[config.mk]
export PLATFORM = sky130hd
export DESIGN_NAME = frame_offset_meter
export DESIGN_NICKNAME = d
export VERILOG_FILES = /design/src/rtl/fom_pkg.sv /design/src/rtl/fom_input_select.sv /design/src/rtl/fom_edge_sampler.sv /design/src/rtl/fom_ctrl.sv /design/src/rtl/frame_offset_meter.sv
export SDC_FILE = /design/constraint.sdc
export NUM_CORES = 1
export LEC_CHECK = 0
export ABC_AREA = 1
export BUFFER_PORTS_ARGS = -buffer_cell sky130_fd_sc_hd__buf_2
export CAP_MARGIN = 20
export CORE_AREA = 5 5 85 87
export CTS_CLUSTER_SIZE = 25
export DETAILED_ROUTE_END_ITERATION = 8
export DIE_AREA = 0 0 90 92
export SLEW_MARGIN = 20
export SYNTH_ARGS = -nofsm -noshare
export SYNTH_HDL_FRONTEND = slang
export SYNTH_SLANG_ARGS = --single-unit
[constraint.sdc]
create_clock -name clk -period 4.6 [get_ports clk]
set_clock_uncertainty 0.15 [all_clocks]
set_input_delay 0.92 -clock clk [delete_from_list [all_inputs] [get_ports clk]]
set_output_delay 0.92 -clock clk [all_outputs]
set_load 0.05 [all_outputs]
[src/rtl/fom_pkg.sv]
`timescale 1ns/1ps
package fom_pkg;
    localparam int unsigned N_INPUTS = 24;
    localparam int unsigned SEL_W    = 5;
    localparam int unsigned CNT_W    = 9;
    localparam int unsigned STAT_W   = SEL_W + 2 + CNT_W;

    typedef enum logic [1:0] {
        ST_IDLE,
        ST_WAIT_FRAME,
        ST_COUNT,
        ST_DONE
    } fom_state_t;
endpackage

[src/rtl/fom_input_select.sv]
`timescale 1ns/1ps
module fom_input_select #(
    parameter int unsigned N_IN = 24,
    parameter int unsigned SW   = 5
) (
    input  logic [N_IN-1:0] lines,
    input  logic [SW-1:0]   sel,
    output logic            picked
);
    logic [N_IN-1:0] low_hit;

    // An unmatched select sees no low line, so picked stays at idle high.
    for (genvar i = 0; i < N_IN; i++) begin : g_line
        assign low_hit[i] = (sel == SW'(i)) & ~lines[i];
    end

    assign picked = ~|low_hit;
endmodule

[src/rtl/fom_edge_sampler.sv]
`timescale 1ns/1ps
module fom_edge_sampler (
    input  logic clk,
    input  logic rst_n,
    input  logic raw,
    output logic fall_det,
    output logic fall_phase
);
    // Rising-edge path: two synchroniser flops plus a history flop.
    logic rs1, rs2, rs_prev;
    // Falling-edge path: capture, retime, second stage.
    logic fs1, fs2, fs3;

    always_ff @(posedge clk or negedge rst_n) begin
        if (!rst_n) begin
            rs1     <= 1'b1;
            rs2     <= 1'b1;
            rs_prev <= 1'b1;
            fs2     <= 1'b1;
            fs3     <= 1'b1;
        end else begin
            rs1     <= raw;
            rs2     <= rs1;
            rs_prev <= rs2;
            fs2     <= fs1;
            fs3     <= fs2;
        end
    end

    always_ff @(negedge clk or negedge rst_n) begin
        if (!rst_n) fs1 <= 1'b1;
        else        fs1 <= raw;
    end

    // fs3 holds the half-cycle sample taken between the rs_prev and rs2 samples.
    assign fall_det   = rs_prev & ~(fs3 & rs2);
    assign fall_phase = fs3;
endmodule

[src/rtl/fom_ctrl.sv]
`timescale 1ns/1ps
module fom_ctrl
    import fom_pkg::*;
#(
    parameter int unsigned CW = 9
) (
    input  logic          clk,
    input  logic          rst_n,
    input  logic          arm,
    input  logic          frame_start,
    input  logic          fall_det,
    input  logic          fall_phase,
    output logic          done,
    output logic          phase,
    output logic [CW-1:0] delay
);
    localparam logic [CW-1:0] CNT_MAX = '1;

    fom_state_t    state, state_nx;
    logic [CW-1:0] cnt;
    logic          at_max;

    assign at_max = (cnt == CNT_MAX);

    always_ff @(posedge clk or negedge rst_n) begin
        if (!rst_n) state <= ST_IDLE;
        else        state <= state_nx;
    end

    always_comb begin
        state_nx = state;
        if (!arm) begin
            state_nx = ST_IDLE;
        end else begin
            unique case (state)
                ST_IDLE:       state_nx = ST_WAIT_FRAME;
                ST_WAIT_FRAME: if (frame_start) state_nx = ST_COUNT;
                ST_COUNT:      if (fall_det || at_max) state_nx = ST_DONE;
                ST_DONE:       state_nx = ST_DONE;
                default:       state_nx = ST_IDLE;
            endcase
        end
    end

    always_ff @(posedge clk or negedge rst_n) begin
        if (!rst_n) begin
            cnt   <= '0;
            done  <= 1'b0;
            phase <= 1'b0;
            delay <= '0;
        end else if (!arm) begin
            cnt   <= '0;
            done  <= 1'b0;
            phase <= 1'b0;
            delay <= '0;
        end else begin
            unique case (state)
                ST_IDLE:       cnt <= '0;
                ST_WAIT_FRAME: if (frame_start) cnt <= '0;
                ST_COUNT: begin
                    if (fall_det) begin
                        delay <= at_max ? CNT_MAX : CW'(cnt + 1'b1);
                        phase <= fall_phase;
                        done  <= 1'b1;
                    end else if (at_max) begin
                        delay <= CNT_MAX;
                        phase <= 1'b0;
                        done  <= 1'b1;
                    end else begin
                        cnt <= CW'(cnt + 1'b1);
                    end
                end
                ST_DONE:       cnt <= cnt;
                default:       cnt <= '0;
            endcase
        end
    end

    p_frozen_r6: assert property (@(posedge clk) disable iff (!rst_n)
        (done && arm) |=> ($stable(delay) && $stable(phase) && done));

    p_phase_needs_done_r4: assert property (@(posedge clk) disable iff (!rst_n)
        phase |-> done);

    p_delay_needs_done_r3: assert property (@(posedge clk) disable iff (!rst_n)
        !done |-> (delay == '0));
endmodule

[src/rtl/frame_offset_meter.sv]
`timescale 1ns/1ps
module frame_offset_meter
    import fom_pkg::*;
(
    input  logic                clk,
    input  logic                rst_n,
    input  logic                frame_start,
    input  logic [N_INPUTS-1:0] eval_in,
    input  logic                sel_wr,
    input  logic [SEL_W-1:0]    sel_wdata,
    input  logic                start_eval,
    output logic [STAT_W-1:0]   status
);
    logic [SEL_W-1:0] sel_q;
    logic             raw_line;
    logic             fall_det, fall_phase;
    logic             done, phase;
    logic [CNT_W-1:0] delay;

    always_ff @(posedge clk or negedge rst_n) begin
        if (!rst_n)      sel_q <= '0;
        else if (sel_wr) sel_q <= sel_wdata;
    end

    fom_input_select #(.N_IN(N_INPUTS), .SW(SEL_W)) u_sel (
        .lines  (eval_in),
        .sel    (sel_q),
        .picked (raw_line)
    );

    fom_edge_sampler u_samp (
        .clk        (clk),
        .rst_n      (rst_n),
        .raw        (raw_line),
        .fall_det   (fall_det),
        .fall_phase (fall_phase)
    );

    fom_ctrl #(.CW(CNT_W)) u_ctrl (
        .clk         (clk),
        .rst_n       (rst_n),
        .arm         (start_eval),
        .frame_start (frame_start),
        .fall_det    (fall_det),
        .fall_phase  (fall_phase),
        .done        (done),
        .phase       (phase),
        .delay       (delay)
    );

    assign status = {sel_q, done, phase, delay};

    p_sel_load_r2: assert property (@(posedge clk) disable iff (!rst_n)
        sel_wr |=> (status[STAT_W-1 -: SEL_W] == $past(sel_wdata)));

    p_clear_on_disarm_r7: assert property (@(posedge clk) disable iff (!rst_n)
        $fell(start_eval) |=> (status[CNT_W+1:0] == '0));
endmodule

* After elaboration in Yosys (flattened, before gate mapping) *
Cells that the tools add are included.

word-level totals
  flip-flop bits (word level) = 33
  bits in latches = 0
  memory bits (writable) = 0
  bits in read-only memories = 0
  input port bits = 34
  output and inout port bits = 16
  memories kept = 0

operators by class
  add/subtract/negate cells = 1
  multipliers = 0
  div/mod/pow operators = 0
  magnitude comparators = 0
  equal/unequal tests = 34
  shifts and indexed selects = 0
  multiplexer cells = 22
  bitwise logic cells = 51
  reductions and logical operators = 8

operators by type and width
  kind                                                                     number
  9-bit two-way mux                                                        9
  5-bit by 4-bit equality test with 1-bit output, second input constant    8
  5-bit equality test, second input constant                               8
  9-bit case mux with 3 select lines                                       1
  1-bit bitwise AND                                                        26
  1-bit inverter                                                           25
  24-bit OR reduction                                                      1
  5-bit by 3-bit equality test with 1-bit output, second input constant    4
  5-bit by 2-bit equality test with 1-bit output, second input constant    2
  9-bit by 1-bit adder with 9-bit output, second input constant            1
  9-bit equality test, second input constant                               1
  3-bit inequality test, second input constant                             3
  1-bit two-way mux                                                        8
  2-bit case mux with 4 select lines                                       1
  2-bit two-way mux                                                        3
  5-bit by 1-bit equality test with 1-bit output, second input constant    1
  5-bit logical NOT                                                        1
  2-bit equality test, second input constant                               2
  2-bit AND reduction                                                      2
  4-bit AND reduction                                                      1
  3-bit by 1-bit inequality test with 1-bit output, second input constant  1
  3-bit by 2-bit inequality test with 1-bit output, second input constant  1
  2-bit by 1-bit equality test with 1-bit output, second input constant    1
  2-bit logical NOT                                                        1
  other kinds (4)                                                          4

* Longest topological paths before layout *
  word-level depth = 7
  mapped depth = 13
  gate-level depth less buffers = 13

* Cells and area by module *
A second synthesis with hierarchy kept.

unflattened totals
  cells, all modules = 255
  area total of the unflattened synthesis = 1,870.5 µm²

modules (own cells, without submodules)
  module              times used  cells an instance  area each (µm²)
  fom_ctrl            1           148                1,134.8
  fom_input_select    1           75                 361.6
  frame_offset_meter  1           23                 200.2
  fom_edge_sampler    1           9                  173.9

==> reports/qor.json <==
{
  "timing.critical_path.cells": {"value": "buf_2 -> inv_1 -> nand3_1 -> nand2_1 -> nor2_1 -> nand3_1 -> a21oi_1"},
  "boundaryPins": {"value": 50},
  "cp.required": {"value": 2.40, "unit": "ns"},
  "synth.net_count": {"value": 271},
  "area_delta_synth_final": {"value": 23.4, "unit": "%"},
  "timing.critical_path.to_type": {"value": "flop"},
  "switching_share": {"value": 34.2, "unit": "%"},
  "timing_hold_violations_final": {"value": 0},
  "clk_pwr_share": {"value": 30.0, "unit": "%"},
  "ctsLongestPathBuffers": {"value": 2},
  "tritoncts_num_sinks": {"value": 33},
  "critPathArrivalTime": {"value": 1.54, "unit": "ns"},
  "ctsRootBufferMaster": {"value": "sky130_fd_sc_hd__clkbuf_8"},
  "critical-path-slowest-cell": {"value": "sky130_fd_sc_hd__a21oi_1"},
  "finalMaxSlewViolations": {"value": 0},
  "grt_first_pass_wirelength": {"value": 7.33, "unit": "mm"},
  "setup_viol": {"value": 0},
  "holdPathStages": {"value": 0},
  "async_reset_ff_share": {"value": 100, "unit": "%"},
  "worstReg2RegStart": {"value": "sel_q[0]"},
  "comb_power_share": {"value": 25.1, "unit": "%"},
  "synth_ff_type": {"value": "sky130_fd_sc_hd__dfrtp_1"},
  "drtIter0Drc": {"value": 48},
  "power.ir.vdd_worst": {"value": 0.219, "unit": "mV"},
  "timing.setup.tns": {"value": 0, "unit": "ns"},
  "clock_latency": {"value": 0.33, "unit": "ns"},
  "first_global_vias": {"value": 1668},
  "p_int": {"value": 0.520, "unit": "mW"},
  "drt_first_pass_iters": {"value": 4},
  "synthesis.area": {"value": 0.00183, "unit": "sq mm"},
  "io_buffers": {"value": 49},
  "clkSlewWorstSetupHoldPaths": {"value": 0.07, "unit": "ns"},
  "post_synth_most_frequent_cells": {"value": "sky130_fd_sc_hd__nand2_1 (66), sky130_fd_sc_hd__inv_1 (36), sky130_fd_sc_hd__dfrtp_1 (27)"},
  "max_slew.worst_pin.slew": {"value": 0.457, "unit": "ns"},
  "htree_levels": {"value": 2},
  "place.detailed.hpwl": {"value": 3.28, "unit": "mm"},
  "fraction_of_final_layout_cells_with_drive_strength_greater_than_1": {"value": 29.8, "unit": "%"},
  "cts-hold-fix-buffers": {"value": 0},
  "via_per_inst": {"value": 4.37},
  "synth.yosys.seq_area_share": {"value": 45.6, "unit": "%"},
  "dieWidth": {"value": 90, "unit": "microns"},
  "coreArea": {"value": 0.00628, "unit": "sq mm"},
  "diodes": {"value": 0},
  "cts_post_setup_buffers_inserted": {"value": 0},
  "synth.top_cells.by_area": {"value": "sky130_fd_sc_hd__dfrtp_1 (37%), sky130_fd_sc_hd__nand2_1 (14%), sky130_fd_sc_hd__dfstp_2 (8.6%)"},
  "floorplan.die_area": {"value": 0.00828, "unit": "sq mm"},
  "worst_hold_startpoint": {"value": "u_samp.fs2"},
  "floorplan.rows": {"value": 29},
  "finalNetCount": {"value": 325},
  "post-route-drc-count": {"value": 0},
  "grt-ovfl-total": {"value": 0},
  "vias": {"value": 1598},
  "wl": {"value": 4.14, "unit": "mm"},
  "cp-startpoint": {"value": "eval_in[21]"},
  "maxSlewHeadroom": {"value": 69.5, "unit": "%"},
  "reg2reg_depth": {"value": 7},
  "path_common_cell": {"value": "sky130_fd_sc_hd__nand3_1"},
  "status": {"value": "finished clean"},
  "fp.dieH": {"value": 92, "unit": "microns"},
  "effective_utilization_at_floorplan": {"value": 29.1, "unit": "%"},
  "crit_path_largest_cell_delay": {"value": 0.19, "unit": "ns"},
  "worst-path-max-fanout": {"value": 2},
  "synthDominantCellAreaShare": {"value": 37.0, "unit": "%"},
  "synth_enable_flop_cells": {"value": 0},
  "yosys_register_bits": {"value": 33},
  "timing_worst_setup_path_type": {"value": "input pin to flop"},
  "avgSynthCellArea": {"value": 7.80, "unit": "sq um"},
  "yosys.cell_types.count": {"value": 28},
  "netSwitchingPower": {"value": 0.270, "unit": "mW"},
  "route.antenna.remaining_nets": {"value": 0},
  "synth.most_common_cell": {"value": "sky130_fd_sc_hd__nand2_1"},
  "yosys_warnings": {"value": 0},
  "power.static_leakage": {"value": 1.22, "unit": "nW"},
  "antenna_found_initial": {"value": 0},
  "synth_largest_area_cell": {"value": "sky130_fd_sc_hd__dfrtp_1"},
  "grt_setup_unrepaired": {"value": "no"},
  "detail_route.wl_per_cell": {"value": 11.3, "unit": "microns"},
  "startpoint_type": {"value": "input pin"},
  "power": {"value": 0.790, "unit": "mW"},
  "finalHoldWorstSlack": {"value": 0.206, "unit": "ns"},
  "globalRouteTotalUtil": {"value": 10.8, "unit": "%"},
  "grt_max_degree": {"value": 33},
  "min-delay-path-class": {"value": "flop to flop"},
  "ctsResizeCount": {"value": 0},
  "cts_tree": {"value": "done"},
  "layout_setup_ws": {"value": 0.855, "unit": "ns"},
  "numCtsBuffers": {"value": 5},
  "power.density_cell_area": {"value": 351, "unit": "mW/mm^2"},
  "netlist_instances": {"value": 234},
  "worst_setup_timing_slack_at_the_placement_stage": {"value": 0.506, "unit": "ns"},
  "seqPwrFrac": {"value": 44.9, "unit": "%"},
  "drv_cap": {"value": 0},
  "gp_congestion": {"value": 0.808}
}
## flip-flops by register name (all words and copies together), names as in the netlist
signal,cells
sel_q,5
u_samp.fs1,1
u_ctrl.cnt,9
u_samp.rs1,1
u_ctrl.state,2
u_samp.rs2,1
u_ctrl.done,1
u_samp.rs_prev,1
u_ctrl.phase,1
u_samp.fs2,1
u_samp.fall_phase,1
u_ctrl.delay,9
## power groups by stage
stage | Combinational (mW) | Sequential, mW | Clock (mW)
3_5_place_dp | 0.200 | 0.360 | 0.00272
6_report | 0.198 | 0.355 | 0.237
4_1_cts | 0.201 | 0.355 | 0.242
3_3_place_gp | 0.199 | 0.359 | 0.00272
5_1_grt | 0.220 | 0.360 | 0.259
2_1_floorplan | 0.0986 | 0.399 | 0.00272
## stage by stage
stage	utilization (%)	cells	cell area [sq um]
floorplan	-	234	1830
global placement	34.3	358	2160
detailed placement	34.3	358	2160
CTS	35.9	366	2250
global route	35.9	366	2250
finish	35.9	366	2250
## critical path, delay by kind of cell
kind,cells,cell delay (ns)
AOI/OAI and AO/OA,1,0.19
buffers and inverters,2,0.11
and+or+nand+nor,4,0.33
## path summary, 6_finish.rpt
check / slack [ns] / endpoint
max in group asynchronous: 1.57 / u_samp.fs1
min reg2reg: 0.21 / u_samp.fall_phase
max: 0.85 / u_samp.fs1
min: 0.21 / u_samp.fall_phase
max reg2reg: 0.88 / u_samp.fs1
min in group asynchronous: 0.56 / u_ctrl.cnt[4]
## final cells by class
cell class	instances	area, sq um
Fill cell	666	4030
Clock inverter	4	31.3
Multi-Input combinational cell	159	827
Clock buffer	5	68.8
Sequential cell	33	833
Inverter	38	143
Timing Repair Buffer	50	253
Tap cell	77	96.3
## cells in the final DEF (no fill, tap or decap)
cell and instances:
sky130_fd_sc_hd__a21oi_1 2, sky130_fd_sc_hd__nand3_1 18, sky130_fd_sc_hd__nand4_1 1, sky130_fd_sc_hd__xor2_1 3, sky130_fd_sc_hd__clkbuf_8 5, sky130_fd_sc_hd__buf_2 49, sky130_fd_sc_hd__nand2_2 4, sky130_fd_sc_hd__nand2_1 66
sky130_fd_sc_hd__xnor2_1 1, sky130_fd_sc_hd__nor2_1 15, sky130_fd_sc_hd__dfrtp_1 27, sky130_fd_sc_hd__nor3_1 1, sky130_fd_sc_hd__o21ai_1 3, sky130_fd_sc_hd__bufinv_8 1, sky130_fd_sc_hd__nand3b_1 6, sky130_fd_sc_hd__a22o_1 2
sky130_fd_sc_hd__dfstp_2 6, sky130_fd_sc_hd__inv_1 36, sky130_fd_sc_hd__nand3_2 1, sky130_fd_sc_hd__ha_1 3, sky130_fd_sc_hd__o21ai_0 17, sky130_fd_sc_hd__nand2_4 2, sky130_fd_sc_hd__inv_2 3, sky130_fd_sc_hd__buf_4 1
sky130_fd_sc_hd__nor2_4 3, sky130_fd_sc_hd__and2_1 1, sky130_fd_sc_hd__o21ai_2 2, sky130_fd_sc_hd__clkinv_2 2, sky130_fd_sc_hd__nor2_2 6, sky130_fd_sc_hd__o21bai_1 1, sky130_fd_sc_hd__a21oi_4 1
## layer usage
metal,share of wire [%],track usage [%],vias to the layer above
met3,8.2,3.93,4
met1,47,13.7,707
li1,-,-,833
met5,0,0,-
met2,43,17.0,54
met4,1.2,3.72,0
## cell families after synthesis
kind of cell    share of synthesized area, %
simple gates                            32.1
buf+inv                                 9.05
flops                                   45.6
compound gates                          9.25
xor+xnor                                1.92
fa+ha+maj                               2.06
Note: power is estimated with default switching activity, not from simulation.
